==> src/rtl/priv_guard_pkg.sv <==
package priv_guard_pkg;

  typedef enum logic [1:0] {
    CMD_SINGLE = 2'd0,
    CMD_RSVD1  = 2'd1,
    CMD_RSVD2  = 2'd2,
    CMD_RSVD3  = 2'd3
  } guardCmd_e;

  // Strobes from the decision logic to the datapath.
  typedef struct packed {
    logic valid;
    logic reject;
    logic isWrite;
    logic hitProt;
    logic hitRom;
    logic hitFwd;
    logic fwdGo;
    logic wrProt;
  } guardStrb_t;

endpackage

==> src/rtl/priv_guard_ctrl.sv <==
module priv_guard_ctrl
  import priv_guard_pkg::*;
#(
  parameter int ADDR_W    = 7,
  parameter int PROT_ADDR = 'h4C,
  parameter int ROM_WORDS = 2,
  parameter int FWD_BASE  = 'h10,
  parameter int FWD_WORDS = 15,
  parameter int RIW       = 1
) (
  input  logic              clk,
  input  logic              rstN,
  input  logic              reqValid,
  input  logic [ADDR_W-1:0] reqAddr,
  input  logic              reqWrite,
  input  logic [1:0]        reqCmd,
  input  logic              reqPriv,
  input  logic              protEn,
  output guardStrb_t        strb,
  output logic [RIW-1:0]    romIdx
);

  localparam logic [ADDR_W-1:0] PROT_A   = ADDR_W'(PROT_ADDR);
  localparam logic [ADDR_W-1:0] ROM_END  = ADDR_W'(4 * ROM_WORDS);
  localparam logic [ADDR_W-1:0] FWD_LO   = ADDR_W'(FWD_BASE);
  localparam logic [ADDR_W-1:0] FWD_HI   = ADDR_W'(FWD_BASE + 4 * (FWD_WORDS - 1));

  logic aligned, cmdOk, denyPriv;

  always_comb begin
    aligned        = (reqAddr[1:0] == 2'b00);
    cmdOk          = (guardCmd_e'(reqCmd) == CMD_SINGLE);
    strb.hitProt   = (reqAddr == PROT_A);
    strb.hitRom    = aligned && (reqAddr < ROM_END);
    strb.hitFwd    = aligned && (reqAddr >= FWD_LO) && (reqAddr <= FWD_HI);
    denyPriv       = !reqPriv && (strb.hitProt || protEn);
    strb.valid     = reqValid;
    strb.isWrite   = reqWrite;
    strb.reject    = reqValid && (!cmdOk || denyPriv);
    strb.fwdGo     = reqValid && !strb.reject && strb.hitFwd;
    strb.wrProt    = reqValid && !strb.reject && strb.hitProt && reqWrite;
    romIdx         = reqAddr[RIW+1:2];
  end

  assert_user_prot_rejected_R2: assert property (@(posedge clk) disable iff (!rstN)
    (reqValid && !reqPriv && reqAddr == PROT_A) |-> (strb.reject && !strb.wrProt));

  assert_lock_user_R3: assert property (@(posedge clk) disable iff (!rstN)
    (reqValid && !reqPriv && protEn) |-> strb.reject);

  assert_bad_cmd_R4: assert property (@(posedge clk) disable iff (!rstN)
    (reqValid && reqCmd != 2'd0) |-> strb.reject);

  assert_reject_no_fwd_R7: assert property (@(posedge clk) disable iff (!rstN)
    strb.reject |-> (!strb.fwdGo && !strb.wrProt));

endmodule

==> src/rtl/priv_guard_dp.sv <==
module priv_guard_dp
  import priv_guard_pkg::*;
#(
  parameter int DATA_W    = 32,
  parameter int ROM_WORDS = 2,
  parameter int ROM_SEED  = 'h0A11_0000,
  parameter int RIW       = 1
) (
  input  logic              clk,
  input  logic              rstN,
  input  guardStrb_t        strb,
  input  logic [RIW-1:0]    romIdx,
  input  logic              protWrBit,
  input  logic [DATA_W-1:0] fwdRdata,
  output logic              protEn,
  output logic              rspValid,
  output logic [DATA_W-1:0] rspRdata,
  output logic              rspErr
);

  logic [DATA_W-1:0] romTab [ROM_WORDS];
  logic [DATA_W-1:0] readMux;

  for (genvar g = 0; g < ROM_WORDS; g++) begin : g_rom
    assign romTab[g] = DATA_W'(ROM_SEED + g);
  end

  always_comb begin
    readMux = '0;
    if (!strb.reject && !strb.isWrite) begin
      if (strb.hitProt)     readMux = DATA_W'(protEn);
      else if (strb.hitRom) readMux = romTab[romIdx];
      else if (strb.hitFwd) readMux = fwdRdata;
    end
  end

  always_ff @(posedge clk) begin
    if (!rstN) begin
      protEn   <= 1'b0;
      rspValid <= 1'b0;
      rspRdata <= '0;
      rspErr   <= 1'b0;
    end else begin
      if (strb.wrProt) protEn <= protWrBit;
      rspValid <= strb.valid;
      rspErr   <= strb.reject;
      rspRdata <= strb.valid ? readMux : '0;
    end
  end

  assert_rsp_follows_req_R8: assert property (@(posedge clk) disable iff (!rstN)
    strb.valid |=> rspValid);

  assert_rsp_only_after_req_R8: assert property (@(posedge clk) disable iff (!rstN)
    !strb.valid |=> !rspValid);

  assert_reject_zero_data_R7: assert property (@(posedge clk) disable iff (!rstN)
    rspErr |-> (rspValid && rspRdata == '0));

  assert_prot_hold_R2: assert property (@(posedge clk) disable iff (!rstN)
    !strb.wrProt |=> $stable(protEn));

endmodule

==> src/rtl/priv_access_guard.sv <==
module priv_access_guard
  import priv_guard_pkg::*;
#(
  parameter int ADDR_W    = 7,
  parameter int DATA_W    = 32,
  parameter int PROT_ADDR = 'h4C,
  parameter int ROM_WORDS = 2,
  parameter int ROM_SEED  = 'h0A11_0000,
  parameter int FWD_BASE  = 'h10,
  parameter int FWD_WORDS = 15
) (
  input  logic              clk,
  input  logic              rstN,
  input  logic              reqValid,
  input  logic [ADDR_W-1:0] reqAddr,
  input  logic              reqWrite,
  input  logic [1:0]        reqCmd,
  input  logic              reqPriv,
  input  logic [DATA_W-1:0] reqWdata,
  output logic              fwdValid,
  output logic [ADDR_W-1:0] fwdAddr,
  output logic              fwdWrite,
  output logic [DATA_W-1:0] fwdWdata,
  input  logic [DATA_W-1:0] fwdRdata,
  output logic              rspValid,
  output logic [DATA_W-1:0] rspRdata,
  output logic              rspErr
);

  localparam int RIW = (ROM_WORDS > 1) ? $clog2(ROM_WORDS) : 1;

  guardStrb_t     strb;
  logic [RIW-1:0] romIdx;
  logic           protEn;

  priv_guard_ctrl #(
    .ADDR_W(ADDR_W), .PROT_ADDR(PROT_ADDR), .ROM_WORDS(ROM_WORDS),
    .FWD_BASE(FWD_BASE), .FWD_WORDS(FWD_WORDS), .RIW(RIW)
  ) u_ctrl (
    .clk(clk), .rstN(rstN), .reqValid(reqValid), .reqAddr(reqAddr),
    .reqWrite(reqWrite), .reqCmd(reqCmd), .reqPriv(reqPriv),
    .protEn(protEn), .strb(strb), .romIdx(romIdx)
  );

  priv_guard_dp #(
    .DATA_W(DATA_W), .ROM_WORDS(ROM_WORDS), .ROM_SEED(ROM_SEED), .RIW(RIW)
  ) u_dp (
    .clk(clk), .rstN(rstN), .strb(strb), .romIdx(romIdx),
    .protWrBit(reqWdata[0]), .fwdRdata(fwdRdata), .protEn(protEn),
    .rspValid(rspValid), .rspRdata(rspRdata), .rspErr(rspErr)
  );

  assign fwdValid = strb.fwdGo;
  assign fwdAddr  = reqAddr;
  assign fwdWrite = reqWrite;
  assign fwdWdata = reqWdata;

endmodule

==> config.mk <==
export PLATFORM = sky130hd
export DESIGN_NAME = priv_access_guard
export DESIGN_NICKNAME = d
export VERILOG_FILES = /design/src/rtl/priv_guard_pkg.sv /design/src/rtl/priv_guard_ctrl.sv /design/src/rtl/priv_guard_dp.sv /design/src/rtl/priv_access_guard.sv
export SDC_FILE = /design/constraint.sdc
export NUM_CORES = 1
export LEC_CHECK = 0
export ABC_AREA = 1
export BUFFER_PORTS_ARGS = -buffer_cell sky130_fd_sc_hd__buf_2
export CAP_MARGIN = 20
export CELL_PAD_IN_SITES_DETAIL_PLACEMENT = 1
export CELL_PAD_IN_SITES_GLOBAL_PLACEMENT = 2
export CORE_MARGIN = 2
export CORE_UTILIZATION = 20
export CTS_BUF_LIST = sky130_fd_sc_hd__clkbuf_8 sky130_fd_sc_hd__clkbuf_16
export DETAILED_ROUTE_END_ITERATION = 10
export GPL_TIMING_DRIVEN = 1
export HOLD_SLACK_MARGIN = 0.05
export MAX_ROUTING_LAYER = met4
export PLACE_DENSITY = 0.93
export SYNTH_ARGS = -nofsm -noshare
export SYNTH_HDL_FRONTEND = slang
export SYNTH_SLANG_ARGS = --single-unit
==> constraint.sdc <==
create_clock -name clk -period 2.3 [get_ports clk]
set_clock_uncertainty 0.1 [all_clocks]
set_input_delay 0.115 -clock clk [delete_from_list [all_inputs] [get_ports clk]]
set_output_delay 0.115 -clock clk [all_outputs]
set_load 0.01 [all_outputs]
==> summary.txt, run 1 <==
Placed design
  • I/O Buffers: 90
  • DPL Wire Length: 3347 um
  • GP Congestion: 0.7331

STA
  • Final hold vios: 0
  • RSZ-0062 raised after global routing: false
  • Hold WS: 64.81 ps
  • Worst-margin pin slew: 463.5 ps
  • Final setup TNS: 0 ps
  • Crit share post-route: 0.7146
  • Slew Limit Fails: 0
  • Fin crit period: 1644 ps
  • Final setup vio count: 0
  • Max-slew headroom: 0.6910
  • Fmax: 0.6084 GHz

GRT
  • Largest net degree at the start of global routing: 28
  • All-Layer GR Usage: 0.09688
  • Antenna violations before repair: 0
  • Grt ovf: 0
  • First-pass GRT wire length: 6423 um
  • Vias in the first global route: 1354

Route
  • Total iterations of the first detailed-routing run: 4
  • DRT iter0 DRCs: 6
  • WL/cell: 11.73 um
  • DRC viols: 0
  • Post-Route WL: 4459 um
  • Via Count: 1367
  • Final ANT Viol Nets: 0
  • Via-to-Cell Ratio: 3.597

Worst setup path
  • Crit path max-delay family: flip-flops
  • R2r endpoint: u_dp.protEn$_SDFFE_PN0P_
  • Worst R2R Start: u_dp.protEn$_SDFFE_PN0P_
  • Total number of cells along the worst setup path: 6
  • Data required time of the worst path: 2090 ps
  • CP bufs+invs: 2
  • CP cell instances: inv_1, nand2_1, a21boi_1, nand2_1, nor2_1, buf_2
  • CP Capture Type: output port
  • CP peak stage delay: 320 ps
  • Worst R2R Setup Slack: 670 ps
  • CP Max Fanout: 3
  • Most common cell on crit path: nand2_1
  • Cells on worst reg2reg path: 8
  • Worst path slowest cell: dfxtp_1
  • Worst Setup Start Kind: flip-flop
  • Critical path type: reg -> out
  • Data arrival, critical path: 1430 ps

Yosys
  • Post-synth EDFFs: 0
  • Syn nets: 263
  • Yosys top cell by area: dfxtp_1
  • Synth warnings: 0
  • Seq/Total Area, Yosys: 0.4124
  • Top-area cell type share of the netlist area: 0.4124
  • Top cells by count, synth: buf_4 (40), inv_1 (36), dfxtp_1 (35)
  • Syn Std Cell Area: 1699 sq um
  • Most common cell in the netlist: buf_4
  • #FFs+latches synth: 35
  • Top_reg_cell synth: dfxtp_1
  • Asr flop ratio synth: 0
  • Unique masters post-synth: 18
  • Mean post-synth cell area: 9.184 sq um
  • Top cells by area, synth: dfxtp_1 (41%), buf_4 (18%), nor2_4 (15%)
  • Post-Syn Instances: 185

Power
  • VDD IR max: 0.0001748 V
  • Tot Pwr: 1.208 mW
  • Power Density: 507.8 nW/um^2
  • Leakage: 1.276 nW

Cells and area
  • Sequential standard cell area: 700.7 sq um
  • Fin nets: 353
  • Area grow syn2layout: 39.99%
  • Layout cells sized above 1: 0.4727
  • ANT cells: 0
  • Multi-input gate area: 510.5 sq um
  • Fillers: 974

CTS
  • Post-CTS sizing: 0
  • Clk sinks: 35
  • H-tree depth: 2
  • Clock-pin slew on the worst setup and hold paths: 70 ps
  • Root buf cell: clkbuf_8
  • CTS buffer count: 5
  • CTS tree: built
  • Post CTS Setup Buffer Count: 0
  • Clk_lat worst skew: 280 ps
  • Deepest clock path buffer count: 2

Worst hold path
  • Hold/Removal Path Class: in -> reg
  • Hold EP: u_dp.rspRdata[0]$_SDFF_PN0_
  • Hold path start: reqWrite
  • Hold path cells: 4

Die
  • Die area: 9249 sq um
  • Placeable core area: 8217 sq um
  • Die W: 96.17 um
  • I/O pin cnt: 153
  • Core Rows: 33
  • Die height: 96.17 um
  • Initial core utilization: 0.2068

Run status
  • Outcome: finished, final reports clean

Flow run
  • Total of max-cap violations: 0
area by class of cell:
class / count / area share
Clock buffer: 6 / 0.03472
Multi-Input combinational cell: 70 / 0.2146
Timing Repair Buffer: 125 / 0.3367
Inverter: 38 / 0.06207
Tap cell: 105 / 0.05523
Clock inverter: 1 / 0.002104
Sequential cell: 35 / 0.2946
registers in the layout (all words and copies together), names as in the netlist:
name	cells
u_dp.rspErr	1
u_dp.rspValid	1
u_dp.rspRdata	32
u_dp.protEn	1
metal layers:
layer | global-route usage | vias to the layer above | routed length, um
met4 | 0.05357 | 0 | 184
met5 | - | - | 0
li1 | - | 672 | -
met1 | 0.08769 | 593 | 1553
met3 | 0.03211 | 24 | 461
met2 | 0.1771 | 78 | 2258
worst max-delay path by stage:
stage,from,endpoint,slack [ps]
after floorplan,u_dp.protEn$_SDFFE_PN0P_,u_dp.rspRdata[17]$_SDFF_PP0_,1090
after global placement,reqAddr[4],u_dp.rspRdata[10]$_SDFF_PP0_,860
after detailed placement,reqAddr[4],u_dp.rspRdata[12]$_SDFF_PP0_,800
after CTS,u_dp.protEn$_SDFFE_PN0P_,fwdValid,650
after global routing,u_dp.protEn$_SDFFE_PN0P_,fwdValid,510
final,u_dp.protEn$_SDFFE_PN0P_,fwdValid,660
kinds of logic (layout without fill, tap and decap cells):
logic type	after synthesis	count (layout)	synth area share
buffers and inverters	80	170	0.2872
flip-flops	35	35	0.4124
AND/OR/NAND/NOR	67	67	0.2769
AO/OA/AOI/OAI	3	3	0.02357
placed cells by master, fill, tap and decap left out:
| cell | n |
|---|---|
| buf_2 | 90 |
| inv_1 | 36 |
| dlygate4sd3_1 | 35 |
| dfxtp_1 | 35 |
| nor2_4 | 23 |
| nand2_1 | 17 |
| nor2_1 | 15 |
| clkbuf_8 | 6 |
| nand2_2 | 4 |
| nand4_1 | 4 |
| inv_2 | 1 |
| nand3_2 | 1 |
| nor2_2 | 1 |
| a21boi_1 | 1 |
| o2111ai_4 | 1 |
| nor2_8 | 1 |
| inv_6 | 1 |
| nand3_1 | 1 |
| a31oi_1 | 1 |
| clkinv_2 | 1 |
power breakdown:
group	switching [mW]	internal, mW	total (mW)
Clock	0.207	0.235	0.442
Combinational	0.0715	0.0851	0.157
Sequential	0.000756	0.609	0.610
Total	0.279	0.929	1.21
through the flow:
step	instances	setup slack, ps	cell area, sq um	utilization
4_1_cts	380	652.7	2379	0.2895
3_3_place_gp	338	856.7	1941	0.2362
3_5_place_dp	338	799.9	1941	0.2362
6_report	380	656.4	2379	0.2895
5_1_grt	380	512.1	2379	0.2895
2_1_floorplan	185	1091	1699	-
tightest hold or removal path, cell delays in order:
cell	delay, ps
buf_2	120
nor2_4	60
nand2_1	60
a31oi_1	50
what timing repair did:
item / in CTS / in global routing
hold buffers: 35 / 0
endpoints found under the setup margin: 0 / 0
endpoints found under the hold margin: 35 / 0
(Power assumes the default switching activity.)
==> run 2, diff against run 1 <==
--- a/config.mk
+++ b/config.mk
@@ -11,13 +11,13 @@
 export CELL_PAD_IN_SITES_DETAIL_PLACEMENT = 1
 export CELL_PAD_IN_SITES_GLOBAL_PLACEMENT = 2
 export CORE_MARGIN = 2
-export CORE_UTILIZATION = 20
+export CORE_UTILIZATION = 18
 export CTS_BUF_LIST = sky130_fd_sc_hd__clkbuf_8 sky130_fd_sc_hd__clkbuf_16
 export DETAILED_ROUTE_END_ITERATION = 10
 export GPL_TIMING_DRIVEN = 1
 export HOLD_SLACK_MARGIN = 0.05
 export MAX_ROUTING_LAYER = met4
-export PLACE_DENSITY = 0.93
+export PLACE_DENSITY = 0.86
 export SYNTH_ARGS = -nofsm -noshare
 export SYNTH_HDL_FRONTEND = slang
 export SYNTH_SLANG_ARGS = --single-unit
==> constraint.sdc (replaced) <==
create_clock -name clk -period 1.7 [get_ports clk]
set_clock_uncertainty 0.1 [all_clocks]
set_input_delay 0.085 -clock clk [delete_from_list [all_inputs] [get_ports clk]]
set_output_delay 0.085 -clock clk [all_outputs]
set_load 0.01 [all_outputs]
==> summary.txt, run 2 (synthesized netlist as in run 1, its figures left out) <==
Die
  • Die area: 10230 sq um
  • Initial core utilization: 0.1848
  • Die height: 101.2 um
  • I/O pin cnt: 153
  • Placeable core area: 9196 sq um
  • Die W: 101.2 um
  • Core Rows: 35

Worst setup path
  • Worst Setup Start Kind: flip-flop
  • R2r endpoint: u_dp.protEn$_SDFFE_PN0P_
  • Critical path type: reg -> reg
  • Worst R2R Start: u_dp.protEn$_SDFFE_PN0P_
  • Data arrival, critical path: 1690 ps
  • CP Capture Type: flip-flop
  • Data required time of the worst path: 1820 ps
  • CP peak stage delay: 550 ps
  • Most common cell on crit path: nand2_1
  • CP cell instances: inv_2, nand2_1, nand2_1, nand4_1, nand2_1, nand2_1, nor2_1, dlygate4sd3_1
  • Worst R2R Setup Slack: 130 ps
  • Cells on worst reg2reg path: 8
  • Worst path slowest cell: dlygate4sd3_1
  • CP Max Fanout: 3

GRT
  • All-Layer GR Usage: 0.08685
  • Antenna violations before repair: 0
  • Vias in the first global route: 1403
  • First-pass GRT wire length: 6651 um
  • Grt ovf: 0
  • Largest net degree at the start of global routing: 12

Run status
  • Outcome: finished, final reports clean

Cells and area
  • Area grow syn2layout: 46.39%
  • ANT cells: 0
  • Fin nets: 358
  • Commonest non-fill, non-tap cell in the layout: buf_2
  • Layout cells sized above 1: 0.4840
  • Most frequent cells in the layout: buf_2 (90), dlygate4sd3_1 (37), inv_1 (35), dfxtp_1 (35), nor2_4 (23)
  • Util after Layout: 0.2705
  • Largest register FFs: 32
  • Post-route cell area: 2487 sq um
  • Top reg by flops: u_dp.rspRdata

STA
  • Final setup TNS: 0 ps
  • Fin crit period: 1570 ps
  • RSZ-0062 raised after global routing: false
  • Fmax: 0.6370 GHz
  • Worst-margin pin slew: 314.1 ps
  • Hold WS: 70.00 ps
  • Slew Limit Fails: 0
  • Final hold vios: 0
  • Crit share post-route: 0.9235
  • Max-slew headroom: 0.7898
  • Final setup vio count: 0

Power
  • Tot Pwr: 1.804 mW
  • Combinational power share: 0.120
  • Clk pwr share: 0.423
  • Switching share of power: 0.2150
  • Leakage: 1.326 nW
  • Psw: 387.8 uW
  • Power Density: 725.1 nW/um^2
  • Reg power frac: 0.457
  • VDD IR max: 0.0003654 V
  • Int Pwr: 1.416 mW

CTS
  • Post CTS Setup Buffer Count: 0
  • Clk_lat worst skew: 280 ps
  • H-tree depth: 2
  • Root buf cell: clkbuf_8
  • Deepest clock path buffer count: 2
  • Clock-pin slew on the worst setup and hold paths: 70 ps
  • CTS buffer count: 5
  • CTS tree: built
  • Clk sinks: 35

Worst hold path
  • Hold EP: fwdWdata[12]
  • Hold/Removal Path Class: in -> out
  • Hold path start: reqWdata[12]
  • Hold path cells: 0

Flow run
  • Total of max-cap violations: 0

Route
  • Via Count: 1369
  • Final ANT Viol Nets: 0
  • Total iterations of the first detailed-routing run: 3
  • Post-Route WL: 4449 um
  • DRC viols: 0
  • Via-to-Cell Ratio: 3.492
  • WL/cell: 11.35 um
  • DRT iter0 DRCs: 20

Placed design
  • DPL Wire Length: 3405 um
  • GP Congestion: 0.6952
  • Placed instance area: 1996 sq um
  • I/O Buffers: 90
## run 2: changes by cell type in the layout (fill, tap and decap cells not counted), sizes merged
cell         change
dlygate4sd3      +2
buf              +3
bufinv           +1
## run 2: worst max-delay path: cells and delay by family (launching register included)
kind          cells  cell delay [ps]
buf+inv           2              640
flops             1              320
simple gates      6              450
## run 2: cell type report
class                   count  area [sq um]
flip-flops and latches     35         700.7
multi-input cells          70         514.2
inverters                  38         147.6
clock buffers               6         82.58
clock inverters             2         35.03
well taps                 111         138.9
repair buffers            130         868.3
fillers                  1106          6709
## run 2: worst max-delay path by stage
stage                             startpoint                      endpoint  slack (ps)
finish              u_dp.protEn$_SDFFE_PN0P_      u_dp.protEn$_SDFFE_PN0P_         130
global route        u_dp.protEn$_SDFFE_PN0P_   u_dp.rspRdata[0]$_SDFF_PN0_          20
detailed placement                reqAddr[4]  u_dp.rspRdata[14]$_SDFF_PP0_         290
global placement                  reqAddr[4]  u_dp.rspRdata[31]$_SDFF_PP0_         330
CTS                 u_dp.protEn$_SDFFE_PN0P_   u_dp.rspRdata[0]$_SDFF_PN0_          20
floorplan           u_dp.protEn$_SDFFE_PN0P_  u_dp.rspRdata[17]$_SDFF_PP0_         490
## run 2: per-stage QoR
stage	instances	setup slack [ps]
after detailed placement	347	288.8
after global placement	347	329.8
after floorplan	185	490.8
final	392	130.1
after CTS	392	24.35
after global routing	392	20.16
## run 2: timing repair
action	4_1_cts	5_1_grt
hold endpoints to repair	35	0
setup endpoints to repair	0	2
hold buffers	37	0
resized for setup	0	2
## run 2: per-layer routing
layer,global-route usage,vias to the layer above,routed length [um]
met5,-,-,0
met4,0.04262,0,127
met3,0.02553,18,395
met2,0.1508,74,2153
met1,0.08931,593,1772
li1,-,684,-
## run 2: power groups by stage
stage,sequential (mW),combinational (mW),clock [mW]
after floorplan,0.846,0.156,0
after global placement,0.843,0.151,0
after detailed placement,0.843,0.153,0
after CTS,0.824,0.218,0.790
after global routing,0.824,0.238,0.833
final,0.824,0.216,0.763
==> run 3, diff against run 2 <==
--- a/config.mk
+++ b/config.mk
@@ -14,10 +14,10 @@
 export CORE_UTILIZATION = 18
 export CTS_BUF_LIST = sky130_fd_sc_hd__clkbuf_8 sky130_fd_sc_hd__clkbuf_16
 export DETAILED_ROUTE_END_ITERATION = 10
-export GPL_TIMING_DRIVEN = 1
 export HOLD_SLACK_MARGIN = 0.05
 export MAX_ROUTING_LAYER = met4
-export PLACE_DENSITY = 0.86
+export PLACE_DENSITY = 0.87
 export SYNTH_ARGS = -nofsm -noshare
 export SYNTH_HDL_FRONTEND = slang
+export SYNTH_HIERARCHICAL = 1
 export SYNTH_SLANG_ARGS = --single-unit
==> summary.txt, run 3 <==
Worst hold path
  • Hold path cells: 0
  • Hold path start: reqWdata[10]
  • Hold/Removal Path Class: in -> out

Cells and area
  • Final non-filler cell total: 399
  • Sequential standard cell area: 700.7 sq um
  • Largest register FFs: 32
  • Util after Layout: 0.2652
  • Fin nets: 365
  • Multi-input gate area: 459.2 sq um
  • Layout cells sized above 1: 0.4514
  • Commonest non-fill, non-tap cell in the layout: buf_2
  • Fillers: 1116
  • Area grow syn2layout: 43.92%
  • Post-route cell area: 2427 sq um
  • Top reg by flops: u_dp/rspRdata
  • Most frequent cells in the layout: buf_2 (90), inv_1 (42), dlygate4sd3_1 (35), dfxtp_1 (35), nor3_2 (20)
  • ANT cells: 0

Die
  • Die W: 100.8 um
  • Placeable core area: 9153 sq um
  • Initial core utilization: 0.1843
  • Die area: 10160 sq um
  • I/O pin cnt: 153
  • Die height: 100.8 um
  • Core Rows: 35

Yosys
  • Asr flop ratio synth: 0
  • Top cells by count, synth: buf_4 (44), inv_1 (41), dfxtp_1 (35)
  • Unique masters post-synth: 24
  • Top-area cell type share of the netlist area: 0.4154
  • Most common cell in the netlist: buf_4
  • Top_reg_cell synth: dfxtp_1
  • Mean post-synth cell area: 8.562 sq um
  • Syn nets: 275
  • Post-Syn Instances: 197
  • Yosys top cell by area: dfxtp_1
  • Syn Std Cell Area: 1687 sq um
  • Post-synth EDFFs: 0
  • Synth warnings: 6
  • Seq/Total Area, Yosys: 0.4154
  • Top cells by area, synth: dfxtp_1 (42%), buf_4 (20%), nor3_2 (12%)
  • #FFs+latches synth: 35

Placed design
  • GP Congestion: 0.6750
  • DPL Wire Length: 3213 um
  • Placed instance area: 1977 sq um
  • Placed Cells: 356
  • I/O Buffers: 90

Worst setup path
  • CP cell instances: inv_1, nand2_1, nand2_1, a21boi_1, nor2_1, nand3_2, buf_12, nor3_1
  • Cells on worst reg2reg path: 8
  • Worst Setup Start Kind: flip-flop
  • Critical path type: reg -> reg
  • Most common cell on crit path: nand2_1
  • Data arrival, critical path: 1560 ps
  • Worst R2R Start: u_dp/protEn$_SDFFE_PN0P_
  • CP Capture Type: flip-flop
  • Worst path slowest cell: dfxtp_1
  • Data required time of the worst path: 1770 ps
  • CP Max Fanout: 27
  • CP peak stage delay: 350 ps
  • CP Launch Point: u_dp/protEn$_SDFFE_PN0P_

CTS
  • Deepest clock path buffer count: 2
  • CTS buffer count: 5
  • Root buf cell: clkbuf_8
  • Clock-pin slew on the worst setup and hold paths: 70 ps
  • Post-CTS sizing: 0
  • Clk sinks: 35
  • Clk_lat worst skew: 280 ps
  • Post CTS Setup Buffer Count: 0
  • H-tree depth: 2
  • CTS tree: built
  • Hold buffers post-CTS: 35

STA
  • Final setup TNS: 0 ps
  • RSZ-0062 raised after global routing: false
  • Final hold vios: 0
  • Slew Limit Fails: 0
  • Max-slew headroom: 0.7790
  • Crit share post-route: 0.8752
  • Fin crit period: 1488 ps
  • Fmax: 0.6721 GHz
  • Worst-margin pin slew: 328.4 ps
  • Final setup vio count: 0

Power
  • Leakage: 1.241 nW
  • Tot Pwr: 1.724 mW
  • VDD IR max: 0.0003115 V
  • Power Density: 710.3 nW/um^2

Flow run
  • Total of max-cap violations: 0

GRT
  • Vias in the first global route: 1495
  • Grt ovf: 0
  • First-pass GRT wire length: 6617 um
  • All-Layer GR Usage: 0.08757
  • Antenna violations before repair: 0
  • Largest net degree at the start of global routing: 28

Run status
  • Outcome: finished, final reports clean

Route
  • DRT iter0 DRCs: 31
  • WL/cell: 10.87 um
  • Via Count: 1442
  • Total iterations of the first detailed-routing run: 4
  • Via-to-Cell Ratio: 3.614
  • Post-Route WL: 4336 um
  • Final ANT Viol Nets: 0
  • DRC viols: 0
==> run 3: cell count changes after synthesis, sizes merged, moves of 2 or more <==
| cell | delta |
|---|---|
| buf | +6 |
| nor3 | +27 |
| nor2 | -27 |
| or2 | +2 |
| nand2 | -7 |
| a21oi | +7 |
| nand4 | -4 |
| inv | +4 |
==> run 3: routing by layer <==
metal / part of all wire / global-route usage / vias up
met2: 0.54 / 0.1585 / 45
met5: 0 / - / -
met1: 0.38 / 0.08888 / 667
li1: - / - / 724
met4: 0.016 / 0.03793 / 0
met3: 0.063 / 0.02219 / 6
==> run 3: worst paths after layout <==
check / endpoint / slack [ps]
hold / removal: fwdWdata[10] / 70
setup / recovery: u_dp/rspRdata[14]$_SDFF_PP0_ / 210
setup reg to reg: u_dp/rspRdata[14]$_SDFF_PP0_ / 210
hold reg to reg: u_dp/protEn$_SDFFE_PN0P_ / 460
==> run 3: layout make-up <==
type	instances	area share
timing repair buffer	131	0.3588
sequential	35	0.2887
multi-input combinational	72	0.1892
inverter	42	0.06495
tap	111	0.05722
clock buffer	7	0.03969
clock inverter	1	0.001546
==> run 3: per-stage QoR <==
step / hold WS (ps) / setup slack [ps]
2_1_floorplan: 82.63 / 144.9
5_1_grt: 70.02 / 80.91
4_1_cts: 70.07 / 188.0
3_5_place_dp: 70.07 / 49.22
6_report: 70.00 / 212.1
3_3_place_gp: 70.07 / 101.7
==> run 3: power by group <==
part / internal [mW] / leakage, nW / switching, mW
sequential: 0.825 / 0.282 / 0.00154
combinational: 0.132 / 0.903 / 0.109
clock: 0.364 / 0.0557 / 0.292
==> run 3: kinds of logic after synthesis <==
group / after synthesis / share of synthesized area
AND/OR/NAND/NOR: 62 / 0.2396
buffers and inverters: 90 / 0.3123
flip-flops: 35 / 0.4154
AO/OA/AOI/OAI: 10 / 0.03264
==> run 3: worst max-delay path, delay by kind of cell (launching register included) <==
| family | cells | cell delay [ps] |
|---|---|---|
| DFF | 1 | 350 |
| and+or+nand+nor | 5 | 400 |
| buffers and inverters | 2 | 260 |
| AOI/OAI and AO/OA | 1 | 260 |
